**src/rtl/leak_pkg.sv**
```systemverilog
package leak_pkg;
  typedef enum logic {
    PH_READ  = 1'b0,
    PH_WRITE = 1'b1
  } sweep_phase_t;
endpackage

```
**src/rtl/leak_period_timer.sv**
```systemverilog
module leak_period_timer #(
  parameter int PER_W = 16
) (
  input  logic             clk,
  input  logic             rst,
  input  logic [PER_W-1:0] period,
  input  logic             step_nz,
  output logic             tick
);
  logic [PER_W-1:0] cnt;

  always_ff @(posedge clk) begin
    if (rst) begin
      cnt  <= '0;
      tick <= 1'b0;
    end else if (period == '0 || !step_nz) begin
      cnt  <= '0;
      tick <= 1'b0;
    end else if (cnt >= period - 1'b1) begin
      cnt  <= '0;
      tick <= 1'b1;
    end else begin
      cnt  <= cnt + 1'b1;
      tick <= 1'b0;
    end
  end
endmodule

```
**src/rtl/leak_sweep_ctrl.sv**
```systemverilog
module leak_sweep_ctrl
  import leak_pkg::*;
#(
  parameter int CELLS  = 64,
  parameter int ADDR_W = $clog2(CELLS)
) (
  input  logic              clk,
  input  logic              rst,
  input  logic              tick,
  input  logic              conv_req,
  output logic              sweep_rd,
  output logic              sweep_wr,
  output logic [ADDR_W-1:0] sweep_addr,
  output logic              sweep_busy
);
  localparam logic [ADDR_W-1:0] LAST = ADDR_W'(CELLS - 1);

  sweep_phase_t phase;
  logic         pending;

  assign sweep_wr = (phase == PH_WRITE);
  assign sweep_rd = sweep_busy && (phase == PH_READ) && !conv_req;

  always_ff @(posedge clk) begin
    if (rst) begin
      phase      <= PH_READ;
      sweep_busy <= 1'b0;
      pending    <= 1'b0;
      sweep_addr <= '0;
    end else begin
      if (!sweep_busy && pending) begin
        sweep_busy <= 1'b1;
        pending    <= tick;
      end else begin
        pending <= pending | tick;
      end
      if (phase == PH_WRITE) begin
        phase <= PH_READ;
        if (sweep_addr == LAST) begin
          sweep_busy <= 1'b0;
          sweep_addr <= '0;
        end else begin
          sweep_addr <= sweep_addr + 1'b1;
        end
      end else if (sweep_rd) begin
        phase <= PH_WRITE;
      end
    end
  end
endmodule

```
**src/rtl/leak_step.sv**
```systemverilog
module leak_step #(
  parameter int CELL_W = 8,
  parameter int AMT_W  = 7
) (
  input  logic [CELL_W-1:0] cell_in,
  input  logic [AMT_W-1:0]  amount,
  output logic [CELL_W-1:0] cell_out
);
  localparam int CMP_W = ((CELL_W > AMT_W) ? CELL_W : AMT_W) + 1;

  logic              neg;
  logic [CELL_W-1:0] mag;
  logic [CMP_W-1:0]  mag_e, amt_e, rem;
  logic [CELL_W-1:0] new_mag;

  always_comb begin
    neg      = cell_in[CELL_W-1];
    mag      = neg ? (~cell_in + 1'b1) : cell_in;
    mag_e    = CMP_W'(mag);
    amt_e    = CMP_W'(amount);
    rem      = (mag_e > amt_e) ? (mag_e - amt_e) : '0;
    new_mag  = rem[CELL_W-1:0];
    cell_out = neg ? (~new_mag + 1'b1) : new_mag;
  end
endmodule

```
**src/rtl/leak_cell_ram.sv**
```systemverilog
module leak_cell_ram #(
  parameter int CELLS  = 64,
  parameter int CELL_W = 8,
  parameter int ADDR_W = $clog2(CELLS)
) (
  input  logic              clk,
  input  logic              en,
  input  logic              we,
  input  logic [ADDR_W-1:0] addr,
  input  logic [CELL_W-1:0] wdata,
  output logic [CELL_W-1:0] rdata
);
  logic [CELL_W-1:0] mem [CELLS];

  always_ff @(posedge clk) begin
    if (en) begin
      if (we) mem[addr] <= wdata;
      rdata <= mem[addr];
    end
  end
endmodule

```
**src/rtl/cell_leak_unit.sv**
```systemverilog
module cell_leak_unit #(
  parameter int CELLS  = 64,
  parameter int CELL_W = 8,
  parameter int PER_W  = 16,
  parameter int AMT_W  = 7,
  localparam int ADDR_W = $clog2(CELLS)
) (
  input  logic              clk,
  input  logic              rst,
  input  logic [PER_W-1:0]  leak_period,
  input  logic [AMT_W-1:0]  leak_amount,
  input  logic              conv_req,
  input  logic              conv_we,
  input  logic [ADDR_W-1:0] conv_addr,
  input  logic [CELL_W-1:0] conv_wdata,
  output logic              conv_gnt,
  output logic [CELL_W-1:0] conv_rdata
);
  logic              tick;
  logic              sweep_rd, sweep_wr, sweep_busy;
  logic [ADDR_W-1:0] sweep_addr;
  logic              ram_en, ram_we;
  logic [ADDR_W-1:0] ram_addr;
  logic [CELL_W-1:0] ram_wdata, ram_q, leaked;

  leak_period_timer #(.PER_W(PER_W)) u_timer (
    .clk(clk), .rst(rst), .period(leak_period),
    .step_nz(|leak_amount), .tick(tick)
  );

  leak_sweep_ctrl #(.CELLS(CELLS), .ADDR_W(ADDR_W)) u_sweep (
    .clk(clk), .rst(rst), .tick(tick), .conv_req(conv_req),
    .sweep_rd(sweep_rd), .sweep_wr(sweep_wr),
    .sweep_addr(sweep_addr), .sweep_busy(sweep_busy)
  );

  leak_step #(.CELL_W(CELL_W), .AMT_W(AMT_W)) u_step (
    .cell_in(ram_q), .amount(leak_amount), .cell_out(leaked)
  );

  // Engine wins every cycle except the write-back half of a sweep visit.
  assign conv_gnt  = conv_req && !sweep_wr;
  assign ram_en    = conv_gnt || sweep_rd || sweep_wr;
  assign ram_we    = conv_gnt ? conv_we : sweep_wr;
  assign ram_addr  = conv_gnt ? conv_addr : sweep_addr;
  assign ram_wdata = conv_gnt ? conv_wdata : leaked;

  leak_cell_ram #(.CELLS(CELLS), .CELL_W(CELL_W), .ADDR_W(ADDR_W)) u_ram (
    .clk(clk), .en(ram_en), .we(ram_we), .addr(ram_addr),
    .wdata(ram_wdata), .rdata(ram_q)
  );

  assign conv_rdata = ram_q;
endmodule

```
**config.mk**
```make
export PLATFORM = sky130hd
export DESIGN_NAME = cell_leak_unit
export DESIGN_NICKNAME = d
export VERILOG_FILES = /design/src/rtl/leak_pkg.sv /design/src/rtl/leak_period_timer.sv /design/src/rtl/leak_sweep_ctrl.sv /design/src/rtl/leak_step.sv /design/src/rtl/leak_cell_ram.sv /design/src/rtl/cell_leak_unit.sv
export SDC_FILE = /design/constraint.sdc
export NUM_CORES = 1
export LEC_CHECK = 0
export BUFFER_PORTS_ARGS = -buffer_cell sky130_fd_sc_hd__buf_2
export CORE_UTILIZATION = 60
export DETAILED_ROUTE_END_ITERATION = 8
export GPL_ROUTABILITY_DRIVEN = 0
export PLACE_DENSITY = 0.74
export SYNTH_ARGS = -nofsm -noshare
export SYNTH_HDL_FRONTEND = slang
export SYNTH_SLANG_ARGS = --single-unit
```
**constraint.sdc**
```tcl
create_clock -name clk -period 10.8 [get_ports clk]
set_clock_uncertainty 0.15 [all_clocks]
set_input_delay 0.54 -clock clk [delete_from_list [all_inputs] [get_ports clk]]
set_output_delay 0.54 -clock clk [all_outputs]
set_load 0.01 [all_outputs]
```
# After elaboration in Yosys (flattened, before gate mapping)
# Memory sizes are Yosys's and may differ from the RTL's. A register that Yosys moved wholly into a read port is not among the register bits.
# Cells that the tools add are included.
word_totals:
  reg_bits: 26
  ramBits: 512
  output_inout_bits: 9
  mem_count: 1
memory_table:
  columns: ["memory", "words", "width", "read_ports", "rd_clocked_by_memory_dff", "wr", "line_no", "rtl"]
  rows:
  - ["u_ram.mem", 64, 8, 1, 1, 1, "leak_cell_ram.sv:13", "logic [CELL_W-1:0] mem [CELLS];"]
classes:
  n_addsub: 6
  magnitude_cmp: 2
  n_eq_ne: 1
  muxes: 16
  n_bitwise: 4
  reduce_logical: 16
ops:
  columns: ["operator", "n"]
  rows:
  - ["two-way mux 8 bit", 4]
  - ["adder 16 x 1 -> 16 bit, second input constant", 1]
  - ["adder 8 x 1 -> 8 bit, second input constant", 2]
  - [">= comparator 16 bit", 1]
  - ["zero test 16 bit", 1]
  - ["inverter 8 bit", 2]
  - ["subtractor 16 x 1 -> 16 bit, second input constant", 1]
  - ["two-way mux 6 bit", 2]
  - ["two-way mux 1 bit", 10]
  - ["> comparator 8 x 7 -> 1 bit", 1]
  - ["subtractor 8 x 7 -> 8 bit", 1]
  - ["OR reduction 7 bit", 1]
  - ["adder 6 x 1 -> 6 bit, second input constant", 1]
  - ["== test 6 bit, second input constant", 1]
  - ["logical AND 1 bit", 4]
  - ["zero test 1 bit", 4]
  - ["OR reduction 2 bit", 2]
  - ["logical OR 1 bit", 3]
  - ["OR reduction 3 bit", 1]
  - ["inverter 1 bit", 1]
  - ["OR 1 bit", 1]

# Longest topological paths before layout
# Gate-level depths: netlist of run 1.
depth:
  word_depth: 9
  depth_mapped: 16
  mapped_depth_nobuf: 16

# By module
# A second synthesis of run 1 with hierarchy kept.
hier_totals:
  hier_cells: 1521
  area_unflattened_um2: 23093.4
by_module_without_submodules:
  columns: ["module", "n_inst", "cells_per_inst", "area_per_inst_um2"]
  rows:
  - ["leak_cell_ram", 1, 1195, 20368.3]
  - ["leak_period_timer", 1, 153, 1336.3]
  - ["leak_step", 1, 114, 762.0]
  - ["leak_sweep_ctrl", 1, 36, 355.3]
  - ["cell_leak_unit", 1, 23, 271.5]

# Least setup slack after synthesis of run 1
# OpenSTA, ideal clock, no wires.
synth_path:
  kind: "register to register"
  startpoint: "reg u_ram.rdata[2], read port of u_ram.mem"
  endpoint: "mem u_ram.mem[0][4], data pin"
  arrival_ns: 6.688
  path_slack_ns: 3.056
  path_stages_with_launch: 14
  n_path_buf: 0
  synth_period_minus_slack_ns: 7.744
  cell_sequence: "edfxtp_1 or3_1 o31ai_1 xnor2_1 ha_1 and3_1 a221oi_1 o211ai_1 nand2_1 ha_1 nand2_1 o2111ai_1 nand2_1 o41ai_1"
synth_via:
  elab_chain_len: 9
  word_cells_on_any_way: 10
  classes_between: "add/sub: 3; order compare: 1; mux: 4; bitwise: 2"
synth_lines:
  columns: ["element", "line_no", "rtl"]
  rows:
  - ["start: declaration", "leak_cell_ram.sv:11", "output logic [CELL_W-1:0] rdata"]
  - ["inverter 8 bit", "leak_step.sv:18", "mag = neg ? (~cell_in + 1'b1) : cell_in;"]
  - ["adder 8 x 1 -> 8 bit", "leak_step.sv:18", null]
  - ["two-way mux 8 bit (*)", "leak_step.sv:18", null]
  - ["subtractor 8 x 7 -> 8 bit / > comparator 8 x 7 -> 1 bit (equally long branches)", "leak_step.sv:21", "rem = (mag_e > amt_e) ? (mag_e - amt_e) : '0;"]
  - ["two-way mux 8 bit (*)", "leak_step.sv:21", null]
  - ["inverter 8 bit", "leak_step.sv:23", "cell_out = neg ? (~new_mag + 1'b1) : new_mag;"]
  - ["adder 8 x 1 -> 8 bit", "leak_step.sv:23", null]
  - ["two-way mux 8 bit (*)", "leak_step.sv:23", null]
  - ["two-way mux 8 bit (*)", "cell_leak_unit.sv:46", "assign ram_wdata = conv_gnt ? conv_wdata : leaked;"]
  - ["named net ram_wdata[4]", "cell_leak_unit.sv:24", "logic [CELL_W-1:0] ram_wdata, ram_q, leaked;"]
  - ["end: declaration", "leak_cell_ram.sv:13", null]
# Mark *: on every way through the listed nets, which the timed path passes. The rest lies on a longest branch.

# Worst setup path in the final report of run 1
layout_path:
  startpoint: "reg u_ram.rdata[2], read port of u_ram.mem"
  endpoint: "mem u_ram.mem[32][6], data pin"
# Same word-level chain as after synthesis.

==> results of run 1 <==
## cells in the final DEF, fill, tap and decap left out, types with 28 or more instances in the layout
cell type  instances
a22o_1            42
ha_1              28
a31oi_1           41
edfxtp_1         520
nand2_1           76
a222oi_1          36
a21oi_1           34
o21ai_0           63
buf_2             49
buf_4             32
clkbuf_16         53
nor2_1           123
a22oi_1           82
## path summary, 6_finish.rpt
kind                            slack (ns)            from               endpoint
worst max-delay path                  5.61  u_ram.rdata[2]       u_ram.mem[32][6]
worst min-delay path                  0.06             rst  u_sweep.sweep_addr[2]
worst max register to register        5.61  u_ram.rdata[2]       u_ram.mem[32][6]
worst min register to register        0.30    u_timer.tick        u_sweep.pending
## per-layer routing
layer | vias up | global-route usage, % | share of wire (%)
li1 | 6134 | - | -
met1 | 7099 | 42.0 | 36
met2 | 1049 | 49.7 | 46
met3 | 201 | 8.43 | 13
met4 | 4 | 14.8 | 5.0
met5 | - | 0 | 0.040
## registers in the layout, summed over array words and instances, names as in the netlist
signal and cells:
u_ram.mem 512, u_ram.rdata 8, u_sweep.pending 1, u_sweep.sweep_addr 6
u_sweep.sweep_busy 1, u_sweep.sweep_wr 1, u_timer.cnt 16, u_timer.tick 1
## logic make-up (layout without fill, tap and decap cells)
| logic type | after synthesis | count (layout) | share of synthesized area [%] |
|---|---|---|---|
| xor+xnor | 45 | 45 | 1.76 |
| compound gates | 385 | 385 | 12.4 |
| buf+inv | 98 | 190 | 1.98 |
| mux | 48 | 48 | 2.31 |
| flops | 546 | 546 | 71.9 |
| fa+ha+maj | 29 | 29 | 1.65 |
| simple gates | 358 | 358 | 7.97 |
## final cells by class
class | count | share of cell area, %
sequential | 546 | 65.0
multi-input combinational | 865 | 24.2
inverter | 16 | 0.272
clock buffer | 71 | 5.61
clock inverter | 22 | 0.605
timing repair buffer | 81 | 1.96
tap | 468 | 2.36
## metrics by stage
stage	std cells	instance area (um2)	setup WS, ns	util (%)
after floorplan	1509	22400	3.06	-
after global placement	1976	23300	5.87	63.4
after detailed placement	1976	23300	5.75	63.4
after CTS	2069	24800	5.71	67.6
after global routing	2069	24800	5.44	67.6
final	2069	24800	5.61	67.6
## power groups by stage
stage,Clock [mW],Sequential [mW],Combinational (mW)
after detailed placement,0,2.50,0.427
after global routing,1.78,2.45,0.465
after CTS,1.70,2.45,0.429
after floorplan,0,2.51,0.246
final,1.71,2.45,0.439
after global placement,0,2.50,0.417
==> impl_metrics.py, run 1 <==
metrics = {
    "synth": {
        "post-synth-top-count-cell": "edfxtp_1",
        "synth_cells": 1509,
        "synth.avg_cell_area_um2": 14.9,
        "ys_top_cells_by_area": "edfxtp_1 70%, a22oi_1 2.7%, dfxtp_1 2.3%",
        "ys_warn_count": 0,
        "synth_common_cells": "520 x edfxtp_1, 124 x nor2_1, 82 x a22oi_1",
        "yosysUniqueCellTypes": 73,
        "ys_ff_latch": 546,
        "synth_area_leader_cell": "edfxtp_1",
        "syn_area_um2": 22400,
        "ys_seq_area_share_pct": 71.9,
        "synth_top_area_share_pct": 69.6,
        "async_reset_ff_share_pct": 0,
        "synth_edf_count": 520,
        "synth_flop_cell": "edfxtp_1",
        "syn-num-nets": 1579,
    },
    "clock_tree": {
        "path_clk_slew_ns": 0.06,
        "post_cts_buffers": 0,
        "post_cts_resized": 0,
        "cts_buffer_depth": 3,
        "cts_hold_buffers": 0,
        "insertion_delay_ns": 0.60,
        "clkSinkCount": 546,
        "cts_buffers": 53,
        "cts.root.buffer_cell": "clkbuf_16",
        "cts_tree": "done",
        "cts.htree.levels": 2,
    },
    "floorplanning": {
        "die_h_um": 195,
        "die-area_um2": 38200,
        "io_pins": 50,
        "die_w_um": 195,
        "start_util_pct": 61.2,
        "num_rows": 70,
        "core_um2": 36700,
    },
    "global_routing": {
        "gr-total-overflow": 0,
        "grt_pass1_wl_um": 87700,
        "grt_use_total_pct": 31.8,
        "antenna_found_initial": 2,
        "grt_pass1_vias": 13982,
        "grt_max_degree": 65,
    },
    "drt": {
        "route.detailed.drc": 0,
        "drt_iter0_markers": 2133,
        "viasPerCell": 7.00,
        "final_antenna_net_count": 0,
        "via_count": 14487,
        "wl_per_cell_um": 29.2,
        "finalWirelength_um": 60400,
        "drt-pass1-iter-count": 7,
    },
    "placed_design": {
        "hpwl_um": 35900,
        "portBuffers": 49,
    },
    "worst_setup_path": {
        "end_kind": "flop",
        "worstSetupStartpointType": "flop",
        "crit_slowest_cell": "or3_1",
        "crit_arrival_ns": 5.29,
        "cp.depth": 15,
        "path_cells": "or3_1 > o31ai_1 > xnor2_1 > ha_1 > and3_1 > a221oi_1 > o211ai_1 > nand2b_1 > ha_1 > nand2_1 > or3_1 > o311a_1 > a221oi_1 > nor2_4 > buf_4",
        "path_delay_family": "compound AO/OA/AOI/OAI gates",
        "cpPeakStageDelay_ns": 0.47,
        "path_buf_inv": 1,
        "cp_data_required_time_ns": 10.90,
        "rr_worst_depth": 15,
        "critical_path_peak_fanout": 64,
        "path_class": "flop to flop",
    },
    "sta": {
        "maxSlewHeadroom_pct": 21.5,
        "period_minus_slack_ns": 5.19,
        "holdWs_ns": 0.0574,
        "final.setup.tns_ns": 0,
        "hold_viol": 0,
        "worst_pin_slew_ns": 1.18,
        "drv_slew": 0,
        "max_freq_mhz": 193,
        "setup_viol": 0,
        "rsz0062_at_grt": "false",
        "finalCritPeriodShare_pct": 48.1,
    },
    "final_layout": {
        "antenna_cells": 0,
        "area_growth_pct": 10.6,
        "fill_cells": 2431,
        "nets": 1633,
        "final-seq-area_um2": 16100,
        "drive_gt1_share_pct": 12.9,
        "multi_input_area_um2": 6010,
    },
    "pwr": {
        "leakagePower_nw": 8.05,
        "swShare_pct": 23.8,
        "pwr-share-seq_pct": 53.4,
        "clkPwrFrac_pct": 37.1,
        "p_comb_share_pct": 9.6,
        "p_int_mw": 3.51,
        "power_mw": 4.60,
        "power.switching_mw": 1.10,
        "power_density_nw_per_um2": 185,
        "peakVddDrop_mv": 0.157,
    },
    "worst_hold_path": {
        "holdCritPathClass": "input pin to flop",
        "hold_path_depth": 2,
    },
    "flow_run": {
        "maxCapViolCount": 0,
    },
    "status": {
        "status": "complete, no violations",
    },
}
(Power assumes the default switching activity.)
==> run 2, diff against run 1 <==
--- a/config.mk
+++ b/config.mk
@@ -5,11 +5,12 @@
 export SDC_FILE = /design/constraint.sdc
 export NUM_CORES = 1
 export LEC_CHECK = 0
+export ABC_AREA = 1
 export BUFFER_PORTS_ARGS = -buffer_cell sky130_fd_sc_hd__buf_2
-export CORE_UTILIZATION = 60
+export CORE_UTILIZATION = 56
 export DETAILED_ROUTE_END_ITERATION = 8
 export GPL_ROUTABILITY_DRIVEN = 0
-export PLACE_DENSITY = 0.74
+export PLACE_DENSITY = 0.72
 export SYNTH_ARGS = -nofsm -noshare
 export SYNTH_HDL_FRONTEND = slang
 export SYNTH_SLANG_ARGS = --single-unit
==> constraint.sdc (replaced) <==
create_clock -name clk -period 4.41 [get_ports clk]
set_clock_uncertainty 0.15 [all_clocks]
set_input_delay 0.2205 -clock clk [delete_from_list [all_inputs] [get_ports clk]]
set_output_delay 0.2205 -clock clk [all_outputs]
set_load 0.01 [all_outputs]
==> impl_metrics.py, run 2 <==
metrics = {
    "status": {
        "status": "complete, no violations",
    },
    "worst_setup_path": {
        "path_delay_family": "simple AND/OR/NAND/NOR gates",
        "setup.worst_path.end": "u_ram.mem[1][6]",
        "crit_slowest_cell": "ha_1",
        "rr_startpoint": "u_ram.rdata[0]",
        "cpPeakStageDelay_ns": 0.38,
        "cp_data_required_time_ns": 4.58,
        "end_kind": "flop",
        "critical_path_peak_fanout": 41,
        "crit_arrival_ns": 4.24,
        "cp.depth": 21,
        "worstSetupStartpointType": "flop",
        "crit_start": "u_ram.rdata[0]",
        "path_buf_inv": 4,
        "path_class": "flop to flop",
        "worstReg2RegEnd": "u_ram.mem[1][6]",
        "path_cells": "inv_1 > ha_1 > inv_1 > nor2_1 > nand3_1 > nand2_1 > xor2_1 > ha_1 > inv_1 > nor3_1 > nand3_1 > nand2_1 > nand2_1 > nand2_1 > ha_1 > nand3_1 > nand2_1 > nand2_1 > nand3_1 > nand2_2 > buf_12",
        "cpMostUsedCell": "nand2_1",
        "rrSetupSlack_ns": 0.34,
        "rr_worst_depth": 21,
    },
    "synth": {
        "synthSimpleGateAreaFrac_pct": 17.2,
        "synth_fa_ha_area_share_pct": 1.62,
        "synth_flop_cell": "edfxtp_1",
        "synth-compound-area-share_pct": 5.24,
        "synth_top_area_share_pct": 68.5,
        "syn-num-nets": 1997,
        "syn_area_um2": 22800,
        "async_reset_ff_share_pct": 0,
        "synth_area_leader_cell": "edfxtp_1",
        "ys_warn_count": 0,
        "synth_edf_count": 520,
        "ys_seq_area_share_pct": 70.7,
        "synth_cells": 1927,
        "synth.avg_cell_area_um2": 11.8,
        "post-synth-top-count-cell": "nand2_1",
        "synth_top_family_by_area": "simple AND/OR/NAND/NOR gates",
        "synthXorXnorAreaFrac_pct": 1.42,
        "yosysUniqueCellTypes": 44,
        "synthMuxAreaShare_pct": 0,
        "synth_common_cells": "574 x nand2_1, 520 x edfxtp_1, 189 x nor2_1",
        "ys_ff_latch": 546,
        "ys_top_cells_by_area": "edfxtp_1 68%, nand2_1 9.4%, nor2_1 3.1%",
    },
    "drt": {
        "wl_per_cell_um": 21.8,
        "viasPerCell": 5.81,
        "route.detailed.drc": 0,
        "final_antenna_net_count": 0,
        "drt_iter0_markers": 1978,
        "finalWirelength_um": 57100,
        "drt-pass1-iter-count": 6,
        "via_count": 15263,
    },
    "global_routing": {
        "antenna_found_initial": 0,
        "grt_use_total_pct": 27.9,
        "gr-total-overflow": 0,
        "grt_max_degree": 65,
        "grt_pass1_wl_um": 85100,
        "grt_pass1_vias": 14595,
    },
    "floorplanning": {
        "start_util_pct": 57.1,
        "num_rows": 73,
        "io_pins": 50,
        "die-area_um2": 41500,
        "core_um2": 39900,
        "die_w_um": 204,
        "die_h_um": 204,
    },
    "final_layout": {
        "drive_gt1_share_pct": 12.3,
        "mostFrequentLayoutCell": "nand2_1",
        "antenna_cells": 0,
        "fin_area_um2": 25900,
        "utilization_pct": 65.0,
        "final_cell_mix": "569 x nand2_1, 520 x edfxtp_1, 189 x nor2_1",
        "regMostFlops": "u_ram.mem",
        "area_growth_pct": 13.7,
        "nets": 2129,
        "fill_cells": 2896,
        "reg_top3": "u_ram.mem: 512 flops, u_timer.cnt: 16 flops, u_ram.rdata: 8 flops",
        "largest_register_ffs": 512,
    },
    "worst_hold_path": {
        "holdCritPathClass": "input pin to flop",
    },
    "placed_design": {
        "placed_area_um2": 24100,
        "dp_slack_ns": 0.312,
        "portBuffers": 49,
        "hpwl_um": 35100,
    },
    "sta": {
        "rsz0062_at_grt": "false",
        "period_minus_slack_ns": 4.07,
        "max_freq_mhz": 246,
        "holdWs_ns": 0.0776,
        "fin_ws_ns": 0.342,
        "worst_pin_slew_ns": 0.944,
        "drv_slew": 0,
        "setup_viol": 0,
        "final.setup.tns_ns": 0,
        "maxSlewHeadroom_pct": 36.8,
        "hold_viol": 0,
        "finalCritPeriodShare_pct": 92.2,
    },
    "clock_tree": {
        "cts_buffers": 53,
        "path_clk_slew_ns": 0.06,
        "cts_tree": "done",
        "clkSinkCount": 546,
        "cts_buffer_depth": 3,
        "cts.htree.levels": 2,
        "cts.root.buffer_cell": "clkbuf_16",
        "insertion_delay_ns": 0.61,
    },
    "flow_run": {
        "maxCapViolCount": 0,
    },
    "pwr": {
        "leakagePower_nw": 9.66,
        "power_density_nw_per_um2": 455,
        "peakVddDrop_mv": 0.309,
    },
}
## run 2: cell types whose count changed in the layout (fill, tap and decap cells not counted), sizes merged, moves of 40 or more
cell	previous run	this run
a31oi	41	1
buf	81	128
inv	16	139
nand4	15	72
a22o	42	0
a21oi	36	96
nand2	76	579
nor2	124	190
## run 2: logic make-up (layout without fill, tap and decap cells)
family,Yosys count,after routing
simple gates,919,919
buf+inv,194,366
flops,546,546
fa+ha+maj,29,29
xor+xnor,37,37
compound gates,202,203
## run 2: worst min path at each step
stage	from	endpoint	slack (ns)	cells after the start
after floorplan	rst	u_sweep.pending	0.14	1
after global placement	rst	u_sweep.pending	0.27	2
after detailed placement	rst	u_sweep.pending	0.28	2
after CTS	conv_wdata[4]	u_ram.mem[42][4]	0.08	4
after global routing	conv_wdata[4]	u_ram.mem[38][4]	0.1	4
final	conv_wdata[4]	u_ram.mem[38][4]	0.08	4
## run 2: where the power goes
part / switching [mW] / internal [mW]
registers: 0.0114 / 6.04
logic: 0.930 / 0.329
clock network: 1.89 / 2.60
## run 2: through the flow
stage / total power [mW] / cells
2_1_floorplan: 6.88 / 1927
3_3_place_gp: 7.33 / 2523
5_1_grt: 12.1 / 2625
4_1_cts: 11.8 / 2623
3_5_place_dp: 7.36 / 2523
6_report: 11.8 / 2625
## run 2: cell type report
class,instances,area (um2),share of cell area (%)
Clock buffer,69,1410,5.43
Clock inverter,27,303,1.17
Inverter,138,523,2.02
Multi-Input combinational cell,1188,5870,22.7
Sequential cell,546,16100,62.2
Tap cell,525,657,2.53
Timing Repair Buffer,132,1030,3.97
## run 2: what timing repair did
item	in CTS	in global routing
setup endpoints to repair	0	77
setup buffers	0	1
hold endpoints to repair	9	0
hold buffers	4	0
gates resized for setup	0	2
## run 2: layer usage
layer / vias up / wire length (um) / global-route usage, %
met3: 148 / 6390 / 5.66
met4: 0 / 2210 / 11.9
met2: 887 / 26300 / 43.8
li1: 6963 / - / -
met5: - / 0 / 0
met1: 7265 / 22200 / 38.1
## run 2: worst reg2reg max path, delay by kind of cell, from the launching register on
family	cells	cell delay, ns
buffers and inverters	4	0.60
XOR/XNOR	1	0.07
AND/OR/NAND/NOR	13	1.74
flip-flops	1	0.37
adder cells (fa/ha/maj)	3	0.81
